<file path="config.mk">
export PLATFORM = sky130hd
export DESIGN_NAME = fetch_line_extract
export DESIGN_NICKNAME = d
export VERILOG_FILES = /design/src/rtl/fx_pkg.sv /design/src/rtl/fx_slot.sv /design/src/rtl/fx_seq_ctr.sv /design/src/rtl/fetch_line_extract.sv
export SDC_FILE = /design/constraint.sdc
export NUM_CORES = 2
export LEC_CHECK = 0
export ABC_AREA = 1
export ABC_CLOCK_PERIOD_IN_PS = 16950
export BUFFER_PORTS_ARGS = -buffer_cell sky130_fd_sc_hd__buf_4
export CORE_AREA = 10 10 641 643
export CTS_CLUSTER_SIZE = 8
export DETAILED_ROUTE_END_ITERATION = 7
export DIE_AREA = 0 0 651 653
export HOLD_SLACK_MARGIN = 0.06
export SLEW_MARGIN = 40
export SYNTH_ARGS = -nofsm -noshare
export SYNTH_HDL_FRONTEND = slang
export SYNTH_SLANG_ARGS = --single-unit
</file>
<file path="constraint.sdc">
create_clock -name clk -period 16.95 [get_ports clk]
set_input_delay 0 -clock clk [delete_from_list [all_inputs] [get_ports clk]]
set_output_delay 0 -clock clk [all_outputs]
set_load 0.02 [all_outputs]
</file>
<file path="src/rtl/fx_pkg.sv">
package fx_pkg;
  typedef enum logic [1:0] {
    ST_RUN     = 2'd0,
    ST_QUIESCE = 2'd1,
    ST_TRAP    = 2'd2
  } fx_status_e;
endpackage

</file>
<file path="src/rtl/fx_slot.sv">
// One extraction position: picks its line word and resolves its next PC.
module fx_slot #(
  parameter int ADDR_W = 32,
  parameter int WORDS  = 16,
  parameter int INST_BYTES = 4,
  localparam int WIDX_W = $clog2(WORDS)
) (
  input  logic                    alive_i,
  input  logic [WIDX_W:0]         widx_i,
  input  logic [ADDR_W-1:0]       pc_i,
  input  logic [WORDS*32-1:0]     line_i,
  input  logic [WORDS-1:0]        ctrl_i,
  input  logic [WORDS-1:0]        quies_i,
  input  logic [WORDS-1:0]        taken_i,
  input  logic [WORDS*ADDR_W-1:0] target_i,
  output logic                    valid_o,
  output logic [31:0]             inst_o,
  output logic [ADDR_W-1:0]       npc_o,
  output logic                    alive_o,
  output logic                    quiesce_o
);
  logic [WIDX_W-1:0] sel;
  logic in_line, redirect;

  assign sel      = widx_i[WIDX_W-1:0];
  assign in_line  = (widx_i[WIDX_W] == 1'b0);
  assign valid_o  = alive_i && in_line;
  assign inst_o   = line_i[32*int'(sel) +: 32];
  assign redirect = ctrl_i[sel] && taken_i[sel];
  assign npc_o    = redirect ? target_i[ADDR_W*int'(sel) +: ADDR_W]
                             : pc_i + ADDR_W'(INST_BYTES);
  assign quiesce_o = valid_o && quies_i[sel];
  assign alive_o   = valid_o && !redirect && !quies_i[sel];
endmodule

</file>
<file path="src/rtl/fx_seq_ctr.sv">
// Global sequence-number source.
module fx_seq_ctr #(
  parameter int SEQ_W = 16,
  parameter int CNT_W = 3
) (
  input  logic             clk,
  input  logic             rst,
  input  logic             adv_i,
  input  logic [CNT_W-1:0] inc_i,
  output logic [SEQ_W-1:0] base_o
);
  always_ff @(posedge clk) begin
    if (rst)        base_o <= '0;
    else if (adv_i) base_o <= base_o + SEQ_W'(inc_i);
  end
endmodule

</file>
<file path="src/rtl/fetch_line_extract.sv">
module fetch_line_extract #(
  parameter int ADDR_W     = 32,
  parameter int LINE_BYTES = 64,
  parameter int INST_BYTES = 4,
  parameter int FETCH_W    = 4,
  parameter int SEQ_W      = 16,
  parameter int FAULT_W    = 4,
  parameter logic [31:0] NOP_WORD = 32'h0000_0013,
  localparam int WORDS  = LINE_BYTES / INST_BYTES,
  localparam int WIDX_W = $clog2(WORDS),
  localparam int OFF_W  = $clog2(LINE_BYTES),
  localparam int IB_W   = $clog2(INST_BYTES),
  localparam int CNT_W  = $clog2(FETCH_W + 1)
) (
  input  logic                      clk,
  input  logic                      rst,
  input  logic                      req_valid_i,
  input  logic [ADDR_W-1:0]         req_pc_i,
  input  logic [WORDS*32-1:0]       line_data_i,
  input  logic [WORDS-1:0]          is_ctrl_i,
  input  logic [WORDS-1:0]          is_quiesce_i,
  input  logic [WORDS-1:0]          pred_taken_i,
  input  logic [WORDS*ADDR_W-1:0]   pred_target_i,
  input  logic                      fault_i,
  input  logic [FAULT_W-1:0]        fault_code_i,
  output logic                      out_valid_o,
  output logic [ADDR_W-1:0]         line_addr_o,
  output logic [FETCH_W-1:0]        slot_valid_o,
  output logic [FETCH_W*32-1:0]     slot_inst_o,
  output logic [FETCH_W*ADDR_W-1:0] slot_pc_o,
  output logic [FETCH_W*SEQ_W-1:0]  slot_seq_o,
  output logic [FETCH_W*ADDR_W-1:0] slot_npc_o,
  output logic [CNT_W-1:0]          out_count_o,
  output logic [ADDR_W-1:0]         pc_o,
  output logic [ADDR_W-1:0]         npc_o,
  output logic [1:0]                status_o,
  output logic                      fault_o,
  output logic [FAULT_W-1:0]        fault_code_o
);
  import fx_pkg::*;

  logic [WIDX_W:0]    start_w;
  logic               alive [FETCH_W+1];
  logic [ADDR_W-1:0]  pc_ch [FETCH_W+1];
  logic [FETCH_W-1:0] v_n, q_hit;
  logic [31:0]        inst_w [FETCH_W];
  logic [ADDR_W-1:0]  npc_w  [FETCH_W];
  logic [SEQ_W-1:0]   seq_base;

  logic [FETCH_W-1:0]        v_d;
  logic [FETCH_W*32-1:0]     inst_d;
  logic [FETCH_W*ADDR_W-1:0] pc_d, npc_d;
  logic [FETCH_W*SEQ_W-1:0]  seq_d;
  logic [CNT_W-1:0]          cnt_d;
  logic [ADDR_W-1:0]         tpc_d;
  fx_status_e                st_d;

  assign start_w  = {1'b0, req_pc_i[OFF_W-1:IB_W]};
  assign alive[0] = req_valid_i && !fault_i;
  assign pc_ch[0] = req_pc_i;

  for (genvar i = 0; i < FETCH_W; i++) begin : g_slot
    fx_slot #(.ADDR_W(ADDR_W), .WORDS(WORDS), .INST_BYTES(INST_BYTES)) u_slot (
      .alive_i  (alive[i]),
      .widx_i   (start_w + (WIDX_W+1)'(i)),
      .pc_i     (pc_ch[i]),
      .line_i   (line_data_i),
      .ctrl_i   (is_ctrl_i),
      .quies_i  (is_quiesce_i),
      .taken_i  (pred_taken_i),
      .target_i (pred_target_i),
      .valid_o  (v_n[i]),
      .inst_o   (inst_w[i]),
      .npc_o    (npc_w[i]),
      .alive_o  (alive[i+1]),
      .quiesce_o(q_hit[i])
    );
    assign pc_ch[i+1] = v_n[i] ? npc_w[i] : pc_ch[i];
  end

  fx_seq_ctr #(.SEQ_W(SEQ_W), .CNT_W(CNT_W)) u_seq (
    .clk   (clk),
    .rst   (rst),
    .adv_i (req_valid_i),
    .inc_i (cnt_d),
    .base_o(seq_base)
  );

  always_comb begin
    v_d   = v_n;
    cnt_d = '0;
    tpc_d = pc_ch[FETCH_W];
    st_d  = (|q_hit) ? ST_QUIESCE : ST_RUN;
    for (int i = 0; i < FETCH_W; i++) begin
      inst_d[32*i +: 32]         = inst_w[i];
      pc_d[ADDR_W*i +: ADDR_W]   = pc_ch[i];
      npc_d[ADDR_W*i +: ADDR_W]  = npc_w[i];
      seq_d[SEQ_W*i +: SEQ_W]    = seq_base + SEQ_W'(i);
      cnt_d = cnt_d + CNT_W'(v_n[i]);
    end
    if (fault_i) begin
      v_d            = '0;
      v_d[0]         = 1'b1;
      inst_d[31:0]   = NOP_WORD;
      npc_d[ADDR_W-1:0] = req_pc_i + ADDR_W'(INST_BYTES);
      cnt_d          = CNT_W'(1);
      tpc_d          = req_pc_i;
      st_d           = ST_TRAP;
    end
  end

  always_ff @(posedge clk) begin
    if (rst) begin
      out_valid_o  <= 1'b0;
      line_addr_o  <= '0;
      slot_valid_o <= '0;
      slot_inst_o  <= '0;
      slot_pc_o    <= '0;
      slot_seq_o   <= '0;
      slot_npc_o   <= '0;
      out_count_o  <= '0;
      pc_o         <= '0;
      npc_o        <= '0;
      status_o     <= ST_RUN;
      fault_o      <= 1'b0;
      fault_code_o <= '0;
    end else begin
      out_valid_o <= req_valid_i;
      if (req_valid_i) begin
        line_addr_o  <= {req_pc_i[ADDR_W-1:OFF_W], OFF_W'(0)};
        slot_valid_o <= v_d;
        slot_inst_o  <= inst_d;
        slot_pc_o    <= pc_d;
        slot_seq_o   <= seq_d;
        slot_npc_o   <= npc_d;
        out_count_o  <= cnt_d;
        pc_o         <= tpc_d;
        npc_o        <= tpc_d + ADDR_W'(INST_BYTES);
        status_o     <= st_d;
        fault_o      <= fault_i;
        fault_code_o <= fault_i ? fault_code_i : '0;
      end
    end
  end
endmodule

</file>
Word-level counts from Yosys, hierarchy flattened
Index checks and enable logic that the tools add are counted.
Operators by class
  $add $sub $neg: 15
  magnitude comparators: 4
  shift operators: 8
  mux-type cells: 40
  bitwise operators: 3
  reductions and logical operators: 26
Operator list (number)
  $shiftx A512 B10 Y32: 8
  $mux W32: 11
  $add A32 B3 Y32 const B: 5
  $bmux W1 S4: 12
  $add A16 B2 Y16 const B: 2
  $lt A4 B5 Y1 const B: 4
  $logic_and A1 B1 Y1: 18
  $add A16 B1 Y16 const B: 1
  $add A16 B3 Y16: 1
  $mux W1: 13
  $add A4 B2 Y5 const B: 2
  $mux W4: 2
  $logic_not A1 Y1: 7
  $add A4 B1 Y5 const B: 1
  $reduce_or A4 Y1: 1
  $add A2 B1 Y3: 1
  $add A3 B1 Y3: 1
  $mux W3: 1
  $not A1 Y1: 3
  $add A1 B1 Y2: 1
  $mux W2: 1
Word-level totals
  register bits after elaboration: 569
  input bits: 1112
  output and inout bits: 559

Logic depth before layout (Yosys ltp)
  word-level depth: 17
  depth in mapped cells: 59
  mapped depth without buffers: 48

Cells and area by module
Synthesis repeated with hierarchy kept, for this count alone.
Second synthesis, totals
  cell total of the unflattened synthesis: 14840
  area, all modules: 74810.5 µm²
By module, submodules not included
  fx_slot (g_slot[0].u_slot ...): instances 3, cells each 2852, area each 12655.9 µm², sequential area each 0.0 µm²
  fetch_line_extract: instances 1, cells each 3294, area each 23266.1 µm², sequential area each 10450.0 µm²
  fx_slot (g_slot[3].u_slot): instances 1, cells each 2863, area each 12645.9 µm², sequential area each 0.0 µm²
  fx_seq_ctr: instances 1, cells each 127, area each 930.9 µm², sequential area each 320.3 µm²

Worst setup path before layout
OpenSTA, ideal clock, no wires.
  kind: input port to flip-flop
  from: input port req_pc_i[3]
  to: register u_seq.base_o[15]
  setup time: 0.119 ns
  data arrival time: 8.049 ns
  data required time: 16.831 ns
  slack: 8.782 ns
  stages on the path: 46
  path through: inv_1 buf_2 buf_2 buf_2 buf_4 buf_2 buf_2 buf_2 buf_2 buf_1 buf_2 buf_2 buf_1 clkbuf_1 clkbuf_1 buf_1 ha_1 buf_2 [... 10 more ...] buf_2 fa_1 ha_1 ha_1 nand2_1 inv_1 ha_1 nand2_1 nor2_1 a211oi_1 nor2_1 inv_1 nor2_1 nand2_1 nor2_1 nand3_1 o21ai_0 a21oi_1
Between the ends
  word-level cells in the longest chain between the ends: 16
RTL lines
  start: declaration: RTL line fetch_line_extract.sv:18  | input logic [ADDR_W-1:0] req_pc_i,
  parallel branches: the longest is 13 deep, another holds $add A4 B1 Y5
  $add A3 B1 Y3 (*): RTL line fetch_line_extract.sv:99  | cnt_d = cnt_d + CNT_W'(v_n[i]);
  $mux W3 (*): RTL line fetch_line_extract.sv:101  | if (fault_i) begin
  named net cnt_d[1]: RTL line fetch_line_extract.sv:54  | logic [CNT_W-1:0] cnt_d;
  $add A16 B3 Y16 (*): RTL line fx_seq_ctr.sv:14  | else if (adv_i) base_o <= base_o + SEQ_W'(inc_i);
  end signal: assignment: RTL line fx_seq_ctr.sv:14
  end: declaration: RTL line fx_seq_ctr.sv:10  | output logic [SEQ_W-1:0] base_o
Mark *: on every way through the listed nets, which the timed path passes. The select of a mux whose other input is x is not followed.
A chain may end at the register's enable or synchronous reset.

Worst setup path after layout
  from: input port req_pc_i[2]
  to: register npc_o[29]
Between the ends
  word-level cells in the longest chain between the ends: 16
RTL lines
  parallel branches: the longest is 4 deep, another holds $shiftx A512 B10 Y32
  $mux W32 (*): RTL line fetch_line_extract.sv:78  | assign pc_ch[i+1] = v_n[i] ? npc_w[i] : pc_ch[i];
  named net g_slot[1].u_slot.pc_i[2]: RTL line fx_slot.sv:10  | input logic [ADDR_W-1:0] pc_i,
  $add A32 B3 Y32 (*): RTL line fx_slot.sv:31  | : pc_i + ADDR_W'(INST_BYTES);
  $mux W32 (*): RTL line fx_slot.sv:30  | assign npc_o = redirect ? target_i[ADDR_W*int'(sel) +: ADDR_W]
  $mux W32 (*): RTL line fetch_line_extract.sv:78
  named net g_slot[2].u_slot.pc_i[3]: RTL line fx_slot.sv:10
  $add A32 B3 Y32: RTL line fx_slot.sv:31
  $mux W32: RTL line fx_slot.sv:30
  $mux W32 (*): RTL line fetch_line_extract.sv:78
  named net g_slot[3].u_slot.pc_i[3]: RTL line fx_slot.sv:10
  $add A32 B3 Y32: RTL line fx_slot.sv:31
  $mux W32: RTL line fx_slot.sv:30
  $mux W32 (*): RTL line fetch_line_extract.sv:78
  $mux W32 (*): RTL line fetch_line_extract.sv:101
  $add A32 B3 Y32 (*): RTL line fetch_line_extract.sv:138  | npc_o <= tpc_d + ADDR_W'(INST_BYTES);
  end signal: assignment: RTL line fetch_line_extract.sv:138
  end: declaration: RTL line fetch_line_extract.sv:35  | output logic [ADDR_W-1:0] npc_o,
Marked as above.

==> summary.txt <==
Run status
  • Outcome: complete, but fails checks
  • Violated checks: design-rule violations

Floorplan
  • Std-Cell Core Area: 398000 sq um
  • Die ar.: 425000 sq um
  • # rows: 232
  • Initial Util: 14.5%
  • Ports: between 1500 and 2000
  • Die Ht: 653 um
  • Die Width: roughly 650 um

GRT
  • Grt total ovfl: 0
  • Met2 Use GR: between 40% and 50%
  • Met1 Usage GRT: 26.5%
  • Met3 Usage GRT: approximately 8%
  • Gr usage total: 26.5%
  • Largest net degree at the start of global routing: 201
  • Initial antenna violation count: 368
  • GRT Max-Usage Layer: met2
  • Vias in the first global route: between 70000 and 80000
  • First-pass GRT wire length: 765000 um

Synthesis
  • Most frequent cell after synthesis: nand2_1
  • XOR/XNOR Fraction of Synth Area: 0.623%
  • Simple-gate share of the synthesized area: a little over two fifths
  • Post-synthesis async set-or-reset flop share: 0%
  • Post-synth EDFFs: 0
  • Warnings from Yosys: 0
  • Mux contribution to synthesized area: approximately 3.5%
  • Area leader, netlist: nand2_1
  • Register bit total from synthesis: between 500 and 600
  • Post-Synthesis Cells: 10600
  • Synth area leaders: nand2_1, dfxtp_1, o21ai_0
  • Synthesized area per cell: 5.46 sq um
  • Sequential fraction of the synthesis area: a little under a fifth
  • Netlist cell types: 69
  • Compound-Gate Fraction of Synth Area: 22.9%
  • Combinational family with the most area after synthesis: simple AND/OR/NAND/NOR gates
  • Ys flop type: dfxtp_1
  • Syn Std Cell Area: 57800 sq um
  • Top cell type's share of synthesized area: 25.7%
  • Share of synthesized cell area in full adder, half adder and majority cells: 0.437%
  • Post-synth top cells: nand2_1, o21ai_0, nand3_1, nor2_1, a21oi_1

Worst hold path
  • Class of the worst hold path: in -> reg

STA
  • Final WS setup: 7.64 ns
  • Final TNS setup: 0 ns
  • Final setup violation count: 0
  • RSZ-0062 raised after global routing: no
  • Period utilisation layout: 54.9%
  • Hold Vio Cnt, Final: 0
  • Tmin final: 9.31 ns
  • Achievable frequency: between 100 and 150 MHz
  • Slew @ Worst Pin: 0.990 ns
  • Worst clock skew: 0.0155 ns
  • Max-slew violations: 0
  • Max_slew headroom: around 33%

Pwr
  • PD cells: 76.5 nW/um^2
  • Leakage power: 38.7 nW
  • Worst vdd ir: ~0.072 mV

Clock tree
  • Htree depth: 3
  • Number of hold-repair buffers added at the cts stage: ~550
  • CTS tree: done
  • Clk_lat worst skew: approximately 0.81 ns
  • Clk buf depth: 4
  • CTS Buf Count: 90
  • CTS-repair resized insts: 0
  • Post-CTS Setup Repair Bufs: 0
  • Worst-path clk slew: 0.05 ns
  • CTS root buf: clkbuf_16
  • Clock Sink Count: between 500 and 600

Worst setup path
  • CP peak stage delay: 0.68 ns
  • Crit-path max FO: around 110
  • Req. time, crit path: 17.63 ns
  • Most frequent CP cell: nand2_1
  • CP startpoint kind: input port
  • Worst setup path class: in -> reg
  • Crit path max-delay cell type: dlygate4sd3_1
  • Crit end category: flip-flop
  • Arrival @ worst endpoint: ~10 ns

Final layout
  • NumNets Final: 13300
  • Post-layout util: roughly a fifth
  • Share of layout cells above drive strength 1: 18.1%
  • P&R area growth vs syn: 43.9%

Place
  • Place WS: 8.43 ns
  • Hpwl dp: around 490000 um
  • GP Congestion: 1.01
  • Count of input and output buffers: 1664

Drt
  • Post-DR vias/cell: 4.83
  • Final ANT Viol Nets: 0
  • Drt first pass iters: 8
  • Routed WL per cell: 33.8 um
  • DRC viols: 2
  • 1st-iter DRT viols: approximately 10000
  • Vias: between 80000 and 90000
  • DRT Wirelength: 599000 um

Flow run
  • Max cap viols: 0
state kept, by name (all words and copies together) (netlist names):
signal / count
slot_inst_o: 128
slot_npc_o: 128
slot_pc_o: 128
out_valid_o: 1
u_seq.base_o: 16
fault_code_o: 4
out_count_o: 3
slot_seq_o: 62
pc_o: 32
npc_o: 30
status_o: 2
slot_valid_o: 4
power breakdown:
| part | switching, W | total [W] | internal [W] |
|---|---|---|---|
| Clock | 0.000770 | 0.00180 | 0.00103 |
| Combinational | 0.00215 | 0.00312 | 0.000972 |
| Sequential | 0.0000810 | 0.00145 | 0.00137 |
| Total | 0.00300 | 0.00637 | 0.00337 |
critical path, delay by kind of cell:
family / cells / cell delay [ns]
buffers and inverters: 10 / 4.28
AO/OA/AOI/OAI: 5 / 1.05
adder cells (fa/ha/maj): 3 / 0.84
AND/OR/NAND/NOR: 31 / 3.67
layout by cell type, fill, tap and decap left out, types with 29 or more instances in the layout:
master | Yosys | routed
nand2_1 | 3958 | 3954
buf_4 | 103 | 1778
o21ai_0 | 1156 | 1132
nand3_1 | 1079 | 1079
nor2_1 | 801 | 799
a21oi_1 | 561 | 561
dlygate4sd3_1 | 0 | 549
dfxtp_1 | 538 | 538
inv_1 | 419 | 410
diode_2 | 0 | 211
o211ai_1 | 209 | 209
mux2i_1 | 200 | 199
clkbuf_16 | 0 | 90
o22ai_1 | 89 | 89
nand2_2 | 72 | 75
a31oi_1 | 82 | 75
o221ai_1 | 72 | 71
o21ai_1 | 43 | 60
nor2_2 | 35 | 34
a211oi_1 | 31 | 31
nand3_2 | 30 | 30
nand4_1 | 29 | 29
o32ai_1 | 30 | 29
final timing paths:
kind                                         start          endpoint  slack (ns)  cells past startpoint
worst min register to register      slot_inst_o[8]    slot_inst_o[8]        0.47                      2
worst max register to register     u_seq.base_o[1]  u_seq.base_o[14]       14.50                     12
worst max-delay path                   req_pc_i[2]         npc_o[29]        7.64                     49
worst min-delay path            pred_target_i[318]    slot_npc_o[30]        0.08                      9
metrics by stage:
| step | power (W) | cell area (sq um) | instances | hold slack, ns |
|---|---|---|---|---|
| 2_1_floorplan | 0.00283 | 57900 | 10600 | 0.135 |
| 3_3_place_gp | 0.00435 | 74200 | 16800 | 0.255 |
| 3_5_place_dp | 0.00437 | 74500 | 16800 | 0.265 |
| 4_1_cts | 0.00639 | 82600 | 17500 | 0.0641 |
| 5_1_grt | 0.00663 | 83100 | 17700 | 0.128 |
| 6_report | 0.00637 | 83200 | 17700 | 0.0780 |
cells by family (layout without fill, tap and decap cells):
kind of cell	count (synthesis)	after routing
muxes	200	200
AOI/OAI and AO/OA	2351	2351
and+or+nand+nor	6114	6114
DFF	538	538
other	1	217
adders and majority gates	19	19
xor gates and xnor gates	39	39
buffers and inverters	1334	2949
layout make-up:
class	count	area, sq um
Fill cell	46000	315000
Multi-Input combinational cell	8729	41400
Timing Repair Buffer	2369	19500
Sequential cell	538	10800
Tap cell	5265	6590
Clock buffer	115	2460
Inverter	453	1800
Antenna cell	211	528
Clock inverter	12	146
metal layers:
metal	wire length [um]	vias to the layer above	share of wire (%)
met5	1190	-	0.20
met4	65400	188	11
li1	-	38700	-
met1	200000	40300	33
met2	278000	4768	47
met3	53200	1408	8.9
Power figures use the tool's default switching activity.
